$ cat src/rtl/sq_pkg.sv
package sq_pkg;
  localparam int OP_W  = 4;
  localparam int SEL_W = 2;

  typedef enum logic [OP_W-1:0] {
    OP_ZERO         = 4'd0,
    OP_CALL_C       = 4'd1,
    OP_MAP          = 4'd2,
    OP_JUMP_C       = 4'd3,
    OP_PUSH_LDC     = 4'd4,
    OP_CALL_RP      = 4'd5,
    OP_VEC_C        = 4'd6,
    OP_JUMP_RP      = 4'd7,
    OP_LOOP_STK_CNT = 4'd8,
    OP_LOOP_PL_CNT  = 4'd9,
    OP_RET_C        = 4'd10,
    OP_JUMP_POP_C   = 4'd11,
    OP_LOAD_CNT     = 4'd12,
    OP_LOOP_TEST    = 4'd13,
    OP_NEXT         = 4'd14,
    OP_JUMP         = 4'd15
  } sq_op_e;

  typedef enum logic [SEL_W-1:0] {
    SRC_INC = 2'd0,
    SRC_REG = 2'd1,
    SRC_STK = 2'd2,
    SRC_BUS = 2'd3
  } sq_src_e;

  // which tri-state driver owns the direct bus
  typedef enum logic [1:0] {
    DRV_NONE = 2'd0,
    DRV_MAP  = 2'd1,
    DRV_PIPE = 2'd2
  } sq_drv_e;
endpackage

$ cat src/rtl/sq_src_sel.sv
module sq_src_sel
  import sq_pkg::*;
(
  input  logic [OP_W-1:0]  op,
  input  logic             test_ok,
  input  logic             cnt_is_zero,
  output logic [SEL_W-1:0] src_sel,
  output logic             map_oe_n,
  output logic             pipe_oe_n
);
  sq_src_e src;
  sq_drv_e drv;

  always_comb begin
    src = SRC_INC;
    drv = DRV_NONE;
    unique case (sq_op_e'(op))
      OP_ZERO:     src = SRC_BUS;
      OP_MAP:      begin src = SRC_BUS; drv = DRV_MAP; end
      OP_JUMP:     begin src = SRC_BUS; drv = DRV_PIPE; end
      OP_CALL_C, OP_JUMP_C, OP_JUMP_POP_C:
        if (test_ok) begin src = SRC_BUS; drv = DRV_PIPE; end
      OP_VEC_C:
        if (test_ok) begin src = SRC_BUS; drv = DRV_MAP; end
      OP_CALL_RP, OP_JUMP_RP:
        if (test_ok) begin src = SRC_BUS; drv = DRV_PIPE; end
        else src = SRC_REG;
      OP_RET_C:
        if (test_ok) src = SRC_STK;
      OP_LOOP_STK_CNT:
        if (!cnt_is_zero) src = SRC_STK;
      OP_LOOP_PL_CNT:
        if (!cnt_is_zero) begin src = SRC_BUS; drv = DRV_PIPE; end
      OP_LOOP_TEST:
        if (!test_ok) src = SRC_STK;
      default: src = SRC_INC;
    endcase
  end

  assign src_sel   = src;
  assign map_oe_n  = (drv != DRV_MAP);
  assign pipe_oe_n = (drv != DRV_PIPE);
endmodule

$ cat src/rtl/sq_stack_ctl.sv
module sq_stack_ctl
  import sq_pkg::*;
(
  input  logic [OP_W-1:0] op,
  input  logic            test_ok,
  input  logic            cnt_is_zero,
  output logic            stk_en_n,
  output logic            stk_push
);
  logic do_push, do_pop;

  always_comb begin
    do_push = 1'b0;
    do_pop  = 1'b0;
    unique case (sq_op_e'(op))
      OP_PUSH_LDC, OP_CALL_RP:         do_push = 1'b1;
      OP_CALL_C:                       do_push = test_ok;
      OP_RET_C, OP_JUMP_POP_C:         do_pop  = test_ok;
      OP_LOOP_TEST:                    do_pop  = test_ok;
      OP_LOOP_STK_CNT:                 do_pop  = cnt_is_zero;
      default: begin do_push = 1'b0; do_pop = 1'b0; end
    endcase
  end

  assign stk_en_n = ~(do_push | do_pop);
  assign stk_push = do_push;
endmodule

$ cat src/rtl/sq_count_ctl.sv
module sq_count_ctl
  import sq_pkg::*;
(
  input  logic [OP_W-1:0] op,
  input  logic            test_ok,
  input  logic            cnt_is_zero,
  output logic            cnt_load_n,
  output logic            cnt_dec_n
);
  logic ld, dec;

  always_comb begin
    ld  = 1'b0;
    dec = 1'b0;
    unique case (sq_op_e'(op))
      OP_LOAD_CNT:                      ld  = 1'b1;
      OP_PUSH_LDC:                      ld  = test_ok;
      OP_LOOP_STK_CNT, OP_LOOP_PL_CNT:  dec = ~cnt_is_zero;
      default: begin ld = 1'b0; dec = 1'b0; end
    endcase
  end

  assign cnt_load_n = ~ld;
  assign cnt_dec_n  = ~dec;
endmodule

$ cat src/rtl/sq_next_decode.sv
module sq_next_decode
  import sq_pkg::*;
(
  input  logic [3:0] op,
  input  logic       test_ok,
  input  logic       cnt_is_zero,
  output logic [1:0] src_sel,
  output logic       map_oe_n,
  output logic       pipe_oe_n,
  output logic       stk_en_n,
  output logic       stk_push,
  output logic       cnt_load_n,
  output logic       cnt_dec_n
);
  sq_src_sel u_src (
    .op(op), .test_ok(test_ok), .cnt_is_zero(cnt_is_zero),
    .src_sel(src_sel), .map_oe_n(map_oe_n), .pipe_oe_n(pipe_oe_n)
  );

  sq_stack_ctl u_stk (
    .op(op), .test_ok(test_ok), .cnt_is_zero(cnt_is_zero),
    .stk_en_n(stk_en_n), .stk_push(stk_push)
  );

  sq_count_ctl u_cnt (
    .op(op), .test_ok(test_ok), .cnt_is_zero(cnt_is_zero),
    .cnt_load_n(cnt_load_n), .cnt_dec_n(cnt_dec_n)
  );
endmodule

$ cat config.mk
export PLATFORM = sky130hd
export DESIGN_NAME = sq_next_decode
export DESIGN_NICKNAME = d
export VERILOG_FILES = /design/src/rtl/sq_pkg.sv /design/src/rtl/sq_src_sel.sv /design/src/rtl/sq_stack_ctl.sv /design/src/rtl/sq_count_ctl.sv /design/src/rtl/sq_next_decode.sv
export SDC_FILE = /design/constraint.sdc
export NUM_CORES = 1
export LEC_CHECK = 0
export BUFFER_PORTS_ARGS = -buffer_cell sky130_fd_sc_hd__buf_2
export CAP_MARGIN = 20
export CORE_AREA = 3 3 40 42
export DETAILED_ROUTE_END_ITERATION = 7
export DIE_AREA = 0 0 43 45
export PLACE_DENSITY = 0.44
export SETUP_SLACK_MARGIN = 0.2
export SYNTH_ARGS = -nofsm -noshare
export SYNTH_HDL_FRONTEND = slang
export SYNTH_HIERARCHICAL = 1
export SYNTH_SLANG_ARGS = --single-unit
$ cat constraint.sdc
create_clock -name vclk -period 1.4
set_input_delay 0.42 -clock vclk [all_inputs]
set_output_delay 0.42 -clock vclk [all_outputs]
set_load 0.01 [all_outputs]
# Yosys cells after proc, flatten, opt, wreduce, memory -nomap -nowiden
# Cells that the tools add are included.
# totals
out_inout_bits	8
ff_bits	0
wordCells	42
# op_classes
muxes	13
reduce_logical	8
n_bitwise	5
n_eq_ne	16
# op_table
operator	count
$eq A4 B4 Y1 const B	7
$eq A4 B3 Y1 const B	4
$pmux W2 S7	1
$mux W2	6
$pmux W2 S5	1
$eq A4 B2 Y1 const B	2
$pmux W1 S2	3
$reduce_or A2 Y1	3
$reduce_or A3 Y1	2
$reduce_or A5 Y1	1
$eq A4 B1 Y1 const B	1
$logic_not A4 Y1	1
$not A1 Y1	4
$reduce_or A4 Y1	1
$mux W1	2
$ne A2 B1 Y1 const B	1
$ne A2 B2 Y1 const B	1
$or A1 B1 Y1	1

# Longest topological paths before layout
# Gate-level depths: netlist of run 1.
# depth
word_depth	5
mapped_depth	4
mapped_depth_nobuf	3

# Modules after synthesis
# Netlist of run 1, hierarchy kept.
# by_module_without_submodules
module	cells_each	area_each_um2	seq_area_each_um2	n_inst
sq_src_sel	23	151.4	0.0	1
sq_stack_ctl	8	56.3	0.0	1
sq_count_ctl	3	21.3	0.0	1

# Worst setup path after synthesis of run 1
# Ideal clock, no wire load.
# synth_path
path_kind	input-to-output
startpoint	input port op[2]
endpoint	output port src_sel[0]
n_path_buf	1
slack_ns	-0.214
arrival_time_ns	1.194
cell_stages	3
cell_sequence	buf_2 a21o_1 a222oi_1
# synth_via
elab_chain_cells	3
word_cells_on_any_way	17
classes_between	eq/ne (12); mux (1); reduce/logical (4)
# synth_rtl
element	line	rtl
from (decl)	sq_next_decode.sv:4	input logic [3:0] op,
$eq A4 B1 Y1 (tied with other cells)	sq_src_sel.sv:17	unique case (sq_op_e'(op))
$reduce_or A4 Y1 (no line) (tied with other cells)	n/a	
$pmux W2 S7 *	sq_src_sel.sv:17	
to (decl)	sq_next_decode.sv:7	output logic [1:0] src_sel,
# Mark *: on every way between the ends. The rest lies on a longest branch, timed or not.

# Worst setup path after layout of run 1
# layout_path
startpoint	input port cnt_is_zero
endpoint	output port src_sel[0]
# layout_via
elab_chain_cells	2
# layout_rtl
element	line	rtl
from (decl)	sq_next_decode.sv:6	input logic cnt_is_zero,
$mux W2	sq_src_sel.sv:33	if (!cnt_is_zero) begin src = SRC_BUS; drv = DRV_PIPE; end
$pmux W2 S7	sq_src_sel.sv:17	
# Every way passes these cells.

==> results of run 1 <==
critical path: cells and delay by family:
family                 cells  cell delay [ps]
buffers and inverters      2              300
AO/OA/AOI/OAI              1              300
AND/OR/NAND/NOR            1              220
final cells by class:
class / count / area [um2]
fill: 113 / 571
timing repair buffer: 37 / 390
multi-input combinational: 30 / 294
tap: 15 / 18.8
inverter: 3 / 11.3
path summary, 6_finish.rpt:
check,to,cells past startpoint
setup / recovery,src_sel[0],4
hold / removal,cnt_dec_n,3
kinds of logic after synthesis:
kind of cell	count (synthesis)	share of synthesized area
buffers and inverters	4	0.0710
adders and majority gates	1	0.0492
and+or+nand+nor	15	0.426
AOI/OAI and AO/OA	14	0.454
power by group through the flow:
stage          Clock [W]  Combinational (W)  Sequential, W
2_1_floorplan          0          0.0000576              0
3_3_place_gp           0           0.000131              0
3_5_place_dp           0           0.000131              0
4_1_cts                0           0.000188              0
5_1_grt                0           0.000238              0
6_report               0           0.000222              0
layout by cell type, fill, tap and decap left out, types with 2 or more instances in the layout:
cell / n
buf_8: 2
o21ai_2: 2
buf_2: 7
inv_2: 3
buf_16: 2
buf_6: 10
buf_4: 13
buf_12: 3
a21oi_4: 2
nand2b_1: 2
layer usage:
| layer | track usage | part of all wire |
|---|---|---|
| met5 | 0 | 0 |
| met4 | 0 | 0 |
| met2 | 0.186 | 0.51 |
| met1 | 0.155 | 0.45 |
| met3 | 0.00797 | 0.034 |
through the flow:
stage          utilization  setup WS (ps)  cells  power (W)  hold WS (ps)
2_1_floorplan            -           -157     34  0.0000576           891
5_1_grt              0.556           -314     85   0.000238          1130
4_1_cts              0.487           -298     83   0.000188          1120
3_5_place_dp         0.340           -387     77   0.000131          1220
6_report             0.556           -256     85   0.000222          1120
3_3_place_gp         0.340           -353     77   0.000131          1230
timing repair:
action,CTS,global route
endpoints found under the setup margin,8,8
pin swaps,12,8
resized for setup,32,17
setup buffers,4,2
cloned,2,0
==> flow_metrics.tcl, run 1 <==
set metrics [dict create \
    antenna_found_initial 0 \
    wl_per_cell_um 13.4 \
    wl_mm 1.14 \
    relSlewSlack 0.821 \
    synth_top_area_cell "nand2b_1" \
    syn_inst 34 \
    die-area_um2 1940 \
    critPathMaxStageDelay_ps 300 \
    setup_violations 8 \
    area_delta_synth_final_pct 212 \
    syn_area_um2 229 \
    drt_iter0_markers 5 \
    fin_crit_sh 1.18 \
    startpoint_type "input pin" \
    report.final.slew_viol_count 0 \
    clkbuf_count 0 \
    grt-ovfl-total 0 \
    placed_area_um2 437 \
    numPortBuffers 14 \
    die_w_um 43 \
    synth.area.top_cells "nand2b_1 (8.2%), and4bb_1 (5.5%), a2111o_1 (4.9%), maj3_2 (4.9%), nor2_1 (4.9%)" \
    crit_chain "buf_8 -> or2_1 -> a222oi_1 -> buf_2" \
    dp_hpwl_um 633 \
    crit_slowest_cell "a222oi_1" \
    worst_setup_path_end_kind "output port" \
    ant_nets 0 \
    drv_cap 0 \
    design_area_um2 714 \
    p_sw_frac 0.385 \
    hold_class "in2out" \
    cp.required_ps 980 \
    p_leak_nw 0.313 \
    first_pass_iters 4 \
    grt_pass1_wl_mm 1.64 \
    synth.top_cell.area_share 0.0820 \
    die_height_um 45 \
    rsz0062_at_grt "true" \
    drive_gt1_frac 0.786 \
    dr_total_vias 401 \
    grt_usage 0.107 \
    antenna_cells 0 \
    combPwrFrac 1.000 \
    row_count 13 \
    power.internal_w 0.000136 \
    cts_hold_buf 0 \
    routed_via_density 4.72 \
    crit_start "cnt_is_zero" \
    yosysWarnings 6 \
    vdd_drop_max_v 0.000153 \
    synth_nets 40 \
    period_needed_ps 1660 \
    netSwitchingPower_w 0.0000854 \
    cp.arrival_ps 1240 \
    status "finished, violations left" \
    netlist-cell-type-count 27 \
    initial_core_util 0.178 \
    drcViolationCount 0 \
    ys_seq_area_frac 0 \
    fmax_mhz 604 \
    powerDensity_nw_per_um2 310 \
    setup_slack_ps -256 \
    hp-start "op[2]" \
    path_max_fanout 6 \
    path_class "in2out" \
    postSynthAreaPerCell_um2 6.73 \
    hold_viol_final 0 \
    violations "setup timing" \
    pin_count 14 \
    gp_congestion 0.755 \
    finalSetupTns_ps -1340 \
    fin_nets 78 \
    regArea_um2 0 \
    p_seq_frac 0 \
    core-area_um2 1280 \
    worst_slew_pin_slew_ps 269 \
    grt_max_degree 8 \
    yosys-top-cells-count "nand2b_1 (3), nor2_1 (3), a21oi_1 (2), inv_1 (2), o21ai_1 (2)" \
    seq_cells 0 \
    clkPwrFrac 0 \
    grt_pass1_vias 347 \
]
(Power assumes the default switching activity.)
==> inputs of run 2 (changes only) <==
Settings changed: CELL_PAD_IN_SITES_DETAIL_PLACEMENT set to 2, CELL_PAD_IN_SITES_GLOBAL_PLACEMENT set to 2, PLACE_DENSITY 0.44 to 0.74.
==> run 2 against run 1 <==
The flow still finishes with violations (setup timing); clock-buffer cell count unchanged; hold slack better by 3.0 ps; sequential share of layout area unchanged; fmax down 10%; die area unchanged; design area up 5.6%; global-route usage up 10 points.
==> flow_metrics.tcl, run 2 (synthesis results as in run 1) <==
set metrics [dict create \
    status "finished, violations left" \
    violations "setup timing" \
    hold_viol_final 0 \
    antenna_cells 0 \
    worst_slew_pin_slew_ps 311 \
    cp.required_ps 980 \
    numPortBuffers 14 \
    grtUsageMet3 0.00398 \
    fin_hold_ws_ps 1130 \
    drt_iter0_markers 6 \
    hold_path_end "cnt_dec_n" \
    report.final.slew_viol_count 0 \
    wl_mm 2.15 \
    grt_usage 0.206 \
    grt_util_met2 0.419 \
    routed_via_density 5.17 \
    clkbuf_count 0 \
    setup_violations 8 \
    area_delta_synth_final_pct 230 \
    grt_max_degree 8 \
    die-area_um2 1940 \
    post-route-util 0.587 \
    ant_nets 0 \
    path_class "in2out" \
    rsz0062_at_grt "true" \
    seq_cells 0 \
    core-area_um2 1280 \
    worst_setup_path_end_kind "output port" \
    fin_nets 81 \
    design_area_um2 754 \
    placed_area_um2 442 \
    whs_path_depth 3 \
    pre_cts_ws_ps -403 \
    cp.arrival_ps 1420 \
    setup_slack_ps -442 \
    finalSetupTns_ps -2610 \
    gp_congestion 0.689 \
    initial_core_util 0.178 \
    row_count 13 \
    final_common_cell "buf_4" \
    powerDensity_nw_per_um2 336 \
    grt_pass1_wl_mm 2.88 \
    hp-start "op[2]" \
    drv_cap 0 \
    grt-ovfl-total 0 \
    use_met1 0.245 \
    drcViolationCount 0 \
    vdd_drop_max_v 0.000163 \
    layout_common_cells "buf_4 (15), buf_6 (9), buf_2 (7)" \
    path_max_fanout 3 \
    first_pass_iters 4 \
    regArea_um2 0 \
    wl_per_cell_um 24.4 \
    period_needed_ps 1840 \
    relSlewSlack 0.793 \
    p_leak_nw 0.340 \
    die_w_um 43 \
    startpoint_type "input pin" \
    fmax_mhz 543 \
    grt_pass1_vias 466 \
    grt.busiest_layer "met2" \
    drive_gt1_frac 0.753 \
    antenna_found_initial 0 \
    pin_count 14 \
    hold_class "in2out" \
    die_height_um 45 \
    fin_crit_sh 1.32 \
    dr_total_vias 455 \
    dp_hpwl_um 968 \
]
[run 2: worst max-delay path, cell delays in order]
cell and delay (ps):
buf_12 80, buf_4 130, and4bb_1 200, a311oi_2 250, o22a_1 190, buf_2 130
[run 2: area by class of cell]
class,instances,area (um2)
fill,123,531
multi-input combinational,30,280
inverter,3,16.3
timing repair buffer,40,439
tap,15,18.8
[run 2: worst max-delay path by stage]
stage	from	to	slack, ps
2_1_floorplan	op[2]	src_sel[0]	-160
3_3_place_gp	op[3]	src_sel[0]	-360
3_5_place_dp	op[3]	src_sel[0]	-400
4_1_cts	op[0]	src_sel[0]	-300
5_1_grt	op[0]	stk_en_n	-490
6_report	op[0]	stk_en_n	-440
[run 2: repair_timing]
action / in CTS / in global routing
setup buffers: 5 / 5
hold buffers: 0 / 0
pin swaps: 12 / 10
gates cloned: 2 / 0
gates resized for setup: 35 / 12
endpoints found under the setup margin: 8 / 8
[run 2: where the power goes]
part / internal [W] / total [W] / switching, W / leakage, nW
Clock: 0 / 0 / 0 / 0
Sequential: 0 / 0 / 0 / 0
Combinational: 0.000149 / 0.000253 / 0.000105 / 0.340
[run 2: layer usage]
metal  wire length (um)  up-vias  share of wire
met5                  0        -              0
met2               1180        9           0.55
li1                   -      219              -
met3                 41        4          0.019
met1                893      223           0.42
met4                 36        0          0.017
[run 2: through the flow]
| stage | cells | total power [W] |
|---|---|---|
| after floorplan | 34 | 0.0000576 |
| after global placement | 76 | 0.000133 |
| after detailed placement | 76 | 0.000139 |
| after CTS | 83 | 0.000209 |
| after global routing | 88 | 0.000267 |
| final | 88 | 0.000253 |
==> inputs of run 3 (changes only) <==
Settings changed: PLACE_DENSITY 0.74 to 0.8.
==> run 3 against run 2 <==
The run still ends with setup timing left; routed wire length fell by 16%; via count decreased by 2.0%; power fell by 5.1%; non-clock buffer count decreased by 1; highest routed layer unchanged; clock-buffer cell count is the same; die area did not move; sequential cell count stayed put; setup slack improved by 160 ps; largest power group unchanged; design area is 1.7% lower.
==> flow_metrics.tcl, run 3 (synthesis results as in run 1) <==
set metrics [dict create \
    rsz0062_at_grt "true" \
    combPwrFrac 1.000 \
    netSwitchingPower_w 0.0000996 \
    design_area_um2 742 \
    p_seq_frac 0 \
    whs_path_depth 3 \
    grt_max_degree 8 \
    grt-ovfl-total 0 \
    finalSetupTns_ps -1520 \
    path_max_fanout 6 \
    layout_common_cells "buf_4 (14), buf_6 (12), buf_2 (7)" \
    cp.arrival_ps 1260 \
    pre_cts_ws_ps -417 \
    fillers 126 \
    post-route-util 0.577 \
    row_count 13 \
    routed_via_density 5.13 \
    violations "setup timing" \
    worst_setup_path_end_kind "output port" \
    gp_congestion 0.750 \
    hold_viol_final 0 \
    fmax_mhz 596 \
    pin_count 14 \
    final_common_cell "buf_4" \
    period_needed_ps 1680 \
    p_leak_nw 0.326 \
    placed_area_um2 422 \
    worst_slew_pin_slew_ps 244 \
    report.final.slew_viol_count 0 \
    p_sw_frac 0.414 \
    drive_gt1_frac 0.778 \
    die-area_um2 1940 \
    drcViolationCount 0 \
    core-area_um2 1280 \
    relSlewSlack 0.837 \
    antenna_cells 0 \
    setup_slack_ps -278 \
    crit_start "op[1]" \
    numPortBuffers 14 \
    grt_pass1_vias 493 \
    hold_class "in2out" \
    drv_cap 0 \
    wl_mm 1.82 \
    clkbuf_count 0 \
    drt_iter0_markers 5 \
    power.internal_w 0.000141 \
    die_w_um 43 \
    cts_hold_buf 0 \
    cp.required_ps 980 \
    regArea_um2 0 \
    fin_crit_sh 1.20 \
    grt_usage 0.199 \
    antenna_found_initial 0 \
    ant_nets 0 \
    powerDensity_nw_per_um2 324 \
    seq_cells 0 \
    vdd_drop_max_v 0.000126 \
    dr_total_vias 446 \
    crit_end "stk_en_n" \
    dp_hpwl_um 884 \
    grt_pass1_wl_mm 2.89 \
    startpoint_type "input pin" \
    fin_nets 80 \
    path_class "in2out" \
    die_height_um 45 \
    area_delta_synth_final_pct 224 \
    clkPwrFrac 0 \
    wl_per_cell_um 20.9 \
    first_pass_iters 4 \
    initial_core_util 0.178 \
    status "finished, violations left" \
    setup_violations 8 \
]
[run 3: changes by cell type in the layout (fill, tap and decap cells not counted)]
cell       before  now
buf_4          15   14
buf_12          6    3
nand2b_4        1    2
buf_6           9   12
nor4b_4         1    0
nand2b_1        2    1
o2111ai_4       0    1
nor4b_2         0    1
a21oi_4         0    1
o2111ai_2       1    0
a21oi_1         1    0
[run 3: routing by layer]
metal,wire length (um),vias to the layer above,GRT usage
met3,21,2,0
met5,0,-,0
met2,987,4,0.386
met4,18,0,0
li1,-,213,-
met1,789,227,0.264
[run 3: how the worst min path moves through the flow]
stage,from,endpoint
2_1_floorplan,op[3],stk_push
3_3_place_gp,op[0],pipe_oe_n
3_5_place_dp,op[0],pipe_oe_n
4_1_cts,cnt_is_zero,cnt_dec_n
5_1_grt,op[2],cnt_dec_n
6_report,op[2],cnt_dec_n
[run 3: what timing repair did]
action	4_1_cts	5_1_grt
cloned	2	0
gates resized for setup	36	14
endpoints found under the setup margin	8	8
buffers inserted	9	1
endpoints found under the hold margin	0	0
pin swaps	16	6
[run 3: area by class of cell]
class,instances,area [um2],area share
multi-input cells,30,302,0.406
well taps,15,18.8,0.0253
repair buffers,39,405,0.546
inverters,3,16.3,0.0219
[run 3: metrics by stage]
step | cells | power [W] | hold slack, ps
3_3_place_gp | 75 | 0.000126 | 1170
2_1_floorplan | 34 | 0.0000576 | 891
6_report | 87 | 0.000240 | 1130
3_5_place_dp | 75 | 0.000132 | 1180
5_1_grt | 87 | 0.000257 | 1140
4_1_cts | 86 | 0.000205 | 1120
[run 3: worst max-delay path: stages]
cell,delay [ps]
buf_12,110
buf_6,110
buf_4,140
buf_4,140
nand2_1,70
o22a_1,130
buf_2,130
[run 3: power groups by stage]
stage / sequential, W / combinational [W] / clock (W)
after floorplan: 0 / 0.0000576 / 0
after global placement: 0 / 0.000126 / 0
after detailed placement: 0 / 0.000132 / 0
after CTS: 0 / 0.000205 / 0
after global routing: 0 / 0.000257 / 0
final: 0 / 0.000240 / 0
